### src/rtl/pcvs_pkg.sv
`timescale 1ns/1ps
package pcvs_pkg;
    typedef enum logic [1:0] {
        SEL_SEQ = 2'd0,
        SEL_EXT = 2'd1,
        SEL_TMR = 2'd2
    } pcvs_sel_e;
endpackage

### src/rtl/pcvs_seq_next.sv
`timescale 1ns/1ps
module pcvs_seq_next #(
    parameter int PC_W = 11
) (
    input  logic [PC_W-1:0] pc_i,
    input  logic            jump_i,
    input  logic [PC_W-1:0] jump_addr_i,
    output logic [PC_W-1:0] next_o
);
    localparam logic [PC_W-1:0] ONE = PC_W'(1);

    always_comb begin
        if (jump_i) next_o = jump_addr_i;
        else        next_o = pc_i + ONE;   // wraps naturally at 2**PC_W
    end
endmodule

### src/rtl/pcvs_arbiter.sv
`timescale 1ns/1ps
module pcvs_arbiter
    import pcvs_pkg::*;
(
    input  logic      adv_i,
    input  logic      in_svc_i,
    input  logic      ext_irq_i,
    input  logic      ext_en_i,
    input  logic      tmr_pend_i,
    input  logic      tmr_en_i,
    output pcvs_sel_e sel_o
);
    logic open_w;
    logic ext_req_w;
    logic tmr_req_w;

    always_comb begin
        open_w    = adv_i & ~in_svc_i;
        ext_req_w = ext_irq_i & ext_en_i;
        tmr_req_w = tmr_pend_i & tmr_en_i;
        if (open_w && ext_req_w)      sel_o = SEL_EXT;
        else if (open_w && tmr_req_w) sel_o = SEL_TMR;
        else                          sel_o = SEL_SEQ;
    end
endmodule

### src/rtl/pc_vector_seq.sv
`timescale 1ns/1ps
module pc_vector_seq
    import pcvs_pkg::*;
#(
    parameter int              PC_W    = 11,
    parameter logic [PC_W-1:0] EXT_VEC = PC_W'(3),
    parameter logic [PC_W-1:0] TMR_VEC = PC_W'(7)
) (
    input  logic            clk,
    input  logic            rst_n,
    input  logic            adv_i,
    input  logic            jump_i,
    input  logic [PC_W-1:0] jump_addr_i,
    input  logic            ext_irq_i,
    input  logic            ext_en_i,
    input  logic            tmr_ovf_i,
    input  logic            tmr_en_i,
    input  logic            reti_i,
    output logic [PC_W-1:0] fetch_addr_o,
    output logic            push_o,
    output logic [PC_W-1:0] push_addr_o
);
    localparam logic [PC_W-1:0] RST_VEC = '0;

    typedef struct packed {
        logic [PC_W-1:0] pc;
        logic [PC_W-1:0] ret;
        logic            push;
        logic            in_svc;
        logic            tmr_pend;
    } pcvs_state_t;

    pcvs_state_t     st_d, st_q;
    logic [PC_W-1:0] seq_next_w;
    pcvs_sel_e       sel_w;
    logic            svc_q_w;
    logic            pend_q_w;

    assign svc_q_w  = st_q.in_svc;
    assign pend_q_w = st_q.tmr_pend;

    pcvs_seq_next #(.PC_W(PC_W)) u_next (
        .pc_i        (st_q.pc),
        .jump_i      (jump_i),
        .jump_addr_i (jump_addr_i),
        .next_o      (seq_next_w)
    );

    pcvs_arbiter u_arb (
        .adv_i      (adv_i),
        .in_svc_i   (svc_q_w),
        .ext_irq_i  (ext_irq_i),
        .ext_en_i   (ext_en_i),
        .tmr_pend_i (pend_q_w),
        .tmr_en_i   (tmr_en_i),
        .sel_o      (sel_w)
    );

    always_comb begin
        st_d          = st_q;
        st_d.push     = 1'b0;
        st_d.tmr_pend = (st_q.tmr_pend & (sel_w != SEL_TMR)) | tmr_ovf_i;
        if (reti_i) st_d.in_svc = 1'b0;
        if (adv_i) begin
            unique case (sel_w)
                SEL_EXT: begin
                    st_d.pc     = EXT_VEC;
                    st_d.ret    = seq_next_w;
                    st_d.push   = 1'b1;
                    st_d.in_svc = 1'b1;
                end
                SEL_TMR: begin
                    st_d.pc     = TMR_VEC;
                    st_d.ret    = seq_next_w;
                    st_d.push   = 1'b1;
                    st_d.in_svc = 1'b1;
                end
                default: st_d.pc = seq_next_w;
            endcase
        end
    end

    always_ff @(posedge clk or negedge rst_n) begin
        if (!rst_n) begin
            st_q.pc       <= RST_VEC;
            st_q.ret      <= '0;
            st_q.push     <= 1'b0;
            st_q.in_svc   <= 1'b0;
            st_q.tmr_pend <= 1'b0;
        end else begin
            st_q <= st_d;
        end
    end

    assign fetch_addr_o = st_q.pc;
    assign push_o       = st_q.push;
    assign push_addr_o  = st_q.ret;
endmodule

### config.mk
export PLATFORM = sky130hd
export DESIGN_NAME = pc_vector_seq
export DESIGN_NICKNAME = d
export VERILOG_FILES = /design/src/rtl/pcvs_pkg.sv /design/src/rtl/pcvs_seq_next.sv /design/src/rtl/pcvs_arbiter.sv /design/src/rtl/pc_vector_seq.sv
export SDC_FILE = /design/constraint.sdc
export NUM_CORES = 1
export LEC_CHECK = 0
export BUFFER_PORTS_ARGS = -buffer_cell sky130_fd_sc_hd__buf_2
export CORE_MARGIN = 1
export CORE_UTILIZATION = 53
export CTS_CLUSTER_SIZE = 28
export DETAILED_ROUTE_END_ITERATION = 8
export PLACE_DENSITY_LB_ADDON = 0.1
export SETUP_SLACK_MARGIN = 0.15
export SLEW_MARGIN = 15
export SYNTH_ARGS = -nofsm -noshare
export SYNTH_HDL_FRONTEND = slang
export SYNTH_SLANG_ARGS = --single-unit
export TNS_END_PERCENT = 5
### constraint.sdc
create_clock -name clk -period 3.1 [get_ports clk]
set_input_delay 0.62 -clock clk [delete_from_list [all_inputs] [get_ports clk]]
set_output_delay 0.62 -clock clk [all_outputs]
set_load 0.005 [all_outputs]
## Word-level counts from Yosys, hierarchy flattened

Cells that the tools add are included.

- Register bits: 25
- Input bits: 20
- Output and inout bits: 23
- Word-level logic and storage cells: 26

- $add $sub $neg: 1
- Equality and inequality tests: 3
- Mux-type cells: 7
- Bitwise operators: 6
- Reductions and logical operators: 4

Operator list:

| cell | count |
|---|---|
| 11-bit case mux with 2 select lines | 1 |
| 11-bit by 1-bit adder with 11-bit output (second input constant) | 1 |
| 11-bit two-way mux | 1 |
| 2-bit two-way mux | 4 |
| 1-bit AND | 4 |
| 2-bit by 1-bit equality test with 1-bit output (second input constant) | 1 |
| 2-bit equality test (second input constant) | 1 |
| 1-bit logical AND | 2 |
| 2-bit != test (second input constant) | 1 |
| 2-bit AND reduction | 1 |
| 2-bit OR reduction | 1 |
| 1-bit two-way mux | 1 |
| 1-bit inverter | 1 |
| 1-bit bitwise OR | 1 |

## Logic depth before layout (Yosys ltp)

- Depth in word-level cells: 9
- Gate-level depth with buffers: 5
- Depth with buffers taken out: 5

## Modules after synthesis

Synthesis repeated with hierarchy kept, for this count alone.

- Cell total of the unflattened synthesis: 132
- Area, all modules: 1,350.0 um^2

By module, submodules not included:

| module | times used | cells an instance | area an instance (um^2) | seq. area each (um^2) |
|---|---|---|---|---|
| pc_vector_seq | 1 | 80 | 1,008.5 | 625.6 |
| pcvs_seq_next | 1 | 49 | 312.8 | 0.0 |
| pcvs_arbiter | 1 | 3 | 28.8 | 0.0 |

## Worst setup path after synthesis

No wires, ideal clock.

- Path type: reg2reg
- Start: reg st_q (netlist bit fetch_addr_o[0])
- End: reg st_q (netlist bit push_addr_o[10])
- Setup time: 131 ps
- Arrival time: 1,456 ps
- Required time: 2,969 ps
- Slack: 1,513 ps
- Cell stages (with the launch flop): 6
- Buffers on the path: 0
- Period minus slack after synthesis: 1,587 ps
- Cell sequence: dfrtp_1 -> ha_1 -> nand3_2 -> o31a_2 -> nor3_1 -> o21ai_0

- Cells in the longest elaborated chain, start to end: 2

Ends and longest elaborated chain:

| element | RTL line | text |
|---|---|---|
| start, declared | pc_vector_seq.sv:33 | `pcvs_state_t st_d, st_q;` |
| start signal, assigned | pc_vector_seq.sv:91 | `st_q <= st_d;` |
| 11-bit by 1-bit adder with 11-bit output | pcvs_seq_next.sv:14 | `else next_o = pc_i + ONE;` |
| 11-bit two-way mux | pcvs_seq_next.sv:13 | `if (jump_i) next_o = jump_addr_i;` |

No other way between the ends.
A chain may end at the register's enable or synchronous reset.

## Worst setup path after layout

Same ends and word-level chain as after synthesis.

==> impl_results.md <==
- Core Area: 0.00230 mm^2
- Row Count: 17
- Critical Path RT: 3.29 ns
- All-layer global routing usage: 27.1%
- Setup CP Type: flop to flop
- Flop2flop setup slack: 1.26 ns
- DRT Pass-1 Iters: 4
- Post-route DRC: 0
- Hold_ws: 0.264 ns
- Peak Freq: 543 MHz
- Post-synthesis sequential area ratio: 46.8%
- Resize count post-CTS: 0
- Syn Inst Count: 140
- Sw frac: 34.7%
- Initial DRC Count: 27
- Routed len/inst: 15.2 um
- Clock Skew: 0.0156 ns
- Clock Sinks: 25
- Layout cells sized above 1: 30.9%
- Via Count: 1262
- Crit path largest cell delay: 0.50 ns
- Die area: 0.00273 mm^2
- Netlist cell types: 40
- Clock slew seen by the registers of the worst setup and hold paths: 0.15 ns
- Min-delay worst type: primary input to asynchronous set/reset pin
- Sw Pwr: 0.000308 W
- Synthesized cell area: 0.00134 mm^2
- # IOs: 43
- Crit-path max FO: 8
- Syn nets: 161
- Internal: 0.000579 W
- Final Max Tran Viols: 0
- Starting Density: 58.2%
- Post-DP HPWL: 2320 um
- Worst r2r src: fetch_addr_o[0]
- Die height: 52.2 um
- Yosys reg bits: 25
- TritonCTS clock tree: yes
- Setup violators final: 0
- Post-CTS Hold Fix Bufs: 0
- P_leak: 0.753 nW
- Final net count: 203
- R2R Path End: push_addr_o[10]
- EDFF count, synth: 0
- Final hold vios: 0
- Initial antenna violation count: 0
- Sequential Power Share: 52.2%
- DRT Wirelength: 3190 um
- Post-CTS setup buffer count: 0
- Setup TNS: 0 ns
- IR Drop Worst-Case VDD: 0.390 mV
- RSZ-0062 raised after global routing: false
- Worst Reg-to-Reg Cells: 5
- Avg Inst Size Synth: 9.55 um^2
- CP startpoint kind: flop
- Num CTS Buffers: 3
- Slew headroom: 62.0%
- Root Buffer Master: clkbuf_4
- Die W: 52.2 um
- Comb power frac: 30.8%
- Vias in the first global route: 1250
- Final min period: 1.84 ns
- Pwr dens: 558 mW/mm^2
- Post-synthesis async set-or-reset flop share: 100%
- Area Overhead vs Synth: 19.0%
- Crit. End Element: flop
- First-pass GRT wire length: 5400 um
- CP arrival: 2.03 ns
- H-tree depth: 1
- Max stage delay cell, worst path: dfrtp_1
- Outcome: completed
- Clk pwr share: 17.0%
- Least-Margin Pin Slew: 0.571 ns
- GP Congestion: 0.818
- Largest net degree at the start of global routing: 26
- Max cap viols: 0
- Final ANT Viol Nets: 0
- Number of buffers added on ports: 42
- Clk_lat worst skew: 0.32 ns
- Fin crit share: 59.4%
- Filler Cells Inserted: 205
- Antenna fix cells: 0
- Warnings, synthesis: 0
- Yosys top cell by area: dfrtp_1
- DR vias/cell: 6.04
- Longest Clk Path Bufs: 2
- Most common cell in the netlist: dfrtp_1
- Post-synth top area share: 46.8%
- Top FF cell, synth: dfrtp_1
- Total gr overflow: 0
- Synth top cells by count: 25 x dfrtp_1, 21 x nand2_1, 10 x o21ai_0
- Top post-synthesis cells by area: dfrtp_1 47%, nand2_1 5.9%, mux2i_1 3.7%
- CP cell instances: ha_1 -> nand3_2 -> o31a_2 -> nor3_1 -> o21ai_0
flip-flops by register name, summed over array words and instances, names as in the netlist:
signal,count
fetch_addr_o,11
svc_q_w,1
push_addr_o,11
pend_q_w,1
push_o,1
layout make-up:
class	instances	area (um^2)	share of cell area, %
clock buffers	4	26.3	1.65
multi-input cells	103	664	41.7
well taps	28	35.0	2.20
flip-flops and latches	25	626	39.3
repair buffers	43	218	13.7
inverters	6	22.5	1.42
critical path: cells and delay by family (launching register included):
family                   cells  cell delay [ns]
flip-flops                   1             0.50
adder cells (fa/ha/maj)      1             0.25
AND/OR/NAND/NOR              2             0.42
AO/OA/AOI/OAI                2             0.55
power by group through the flow:
stage	registers (W)	clock network, W	logic (W)
floorplan	0.000467	0	0.000154
global placement	0.000466	0	0.000267
detailed placement	0.000470	0	0.000274
CTS	0.000463	0.000152	0.000276
global route	0.000474	0.000160	0.000311
finish	0.000464	0.000151	0.000273
cell families after synthesis:
logic type,after synthesis,share of synthesized area (%)
AND/OR/NAND/NOR,55,21.5
flip-flops,25,46.8
AO/OA/AOI/OAI,39,21.5
buffers and inverters,12,3.55
adder cells (fa/ha/maj),1,0.935
XOR/XNOR,3,1.96
multiplexers,5,3.74
cell usage in the layout (no fill, tap or decap), types with 3 or more instances in the layout:
cell type  instances
o31ai_1            4
nand2_1           21
o2bb2ai_1          5
inv_1              4
nor2_1             7
clkbuf_4           3
o21ai_0           10
mux2i_1            5
a22o_1             3
nor3_1             5
buf_2             42
xnor2_1            3
nand3_1            5
nand2b_1           4
dfrtp_1           25
worst max-delay path by stage:
stage / from / endpoint / slack, ns / cells past startpoint
2_1_floorplan: fetch_addr_o[0] / push_addr_o[10] / 1.51 / 5
3_3_place_gp: tmr_en_i / fetch_addr_o[6] / 1.13 / 6
3_5_place_dp: tmr_en_i / fetch_addr_o[6] / 1.06 / 6
4_1_cts: fetch_addr_o[0] / push_addr_o[10] / 1.24 / 5
5_1_grt: fetch_addr_o[0] / push_addr_o[10] / 1.11 / 5
6_report: fetch_addr_o[0] / push_addr_o[10] / 1.26 / 5
layer usage:
| metal | vias up | share of wire, % | track usage, % |
|---|---|---|---|
| li1 | 595 | - | - |
| met1 | 609 | 43 | 33.8 |
| met2 | 54 | 50 | 47.9 |
| met3 | 4 | 6.0 | 2.61 |
| met4 | 0 | 1.5 | 10.5 |
| met5 | - | 0 | 0 |
metrics by stage:
step                utilization (%)  cell area (um^2)  std cells  power (W)  setup WS, ns
detailed placement             68.1              1570        205   0.000744          1.06
CTS                            69.3              1590        209   0.000891          1.24
global route                   69.3              1590        209   0.000946          1.11
global placement               68.1              1570        205   0.000732          1.13
finish                         69.3              1590        209   0.000887          1.26
floorplan                         -              1340        140   0.000621          1.51
Note: power is estimated with default switching activity, not from simulation.
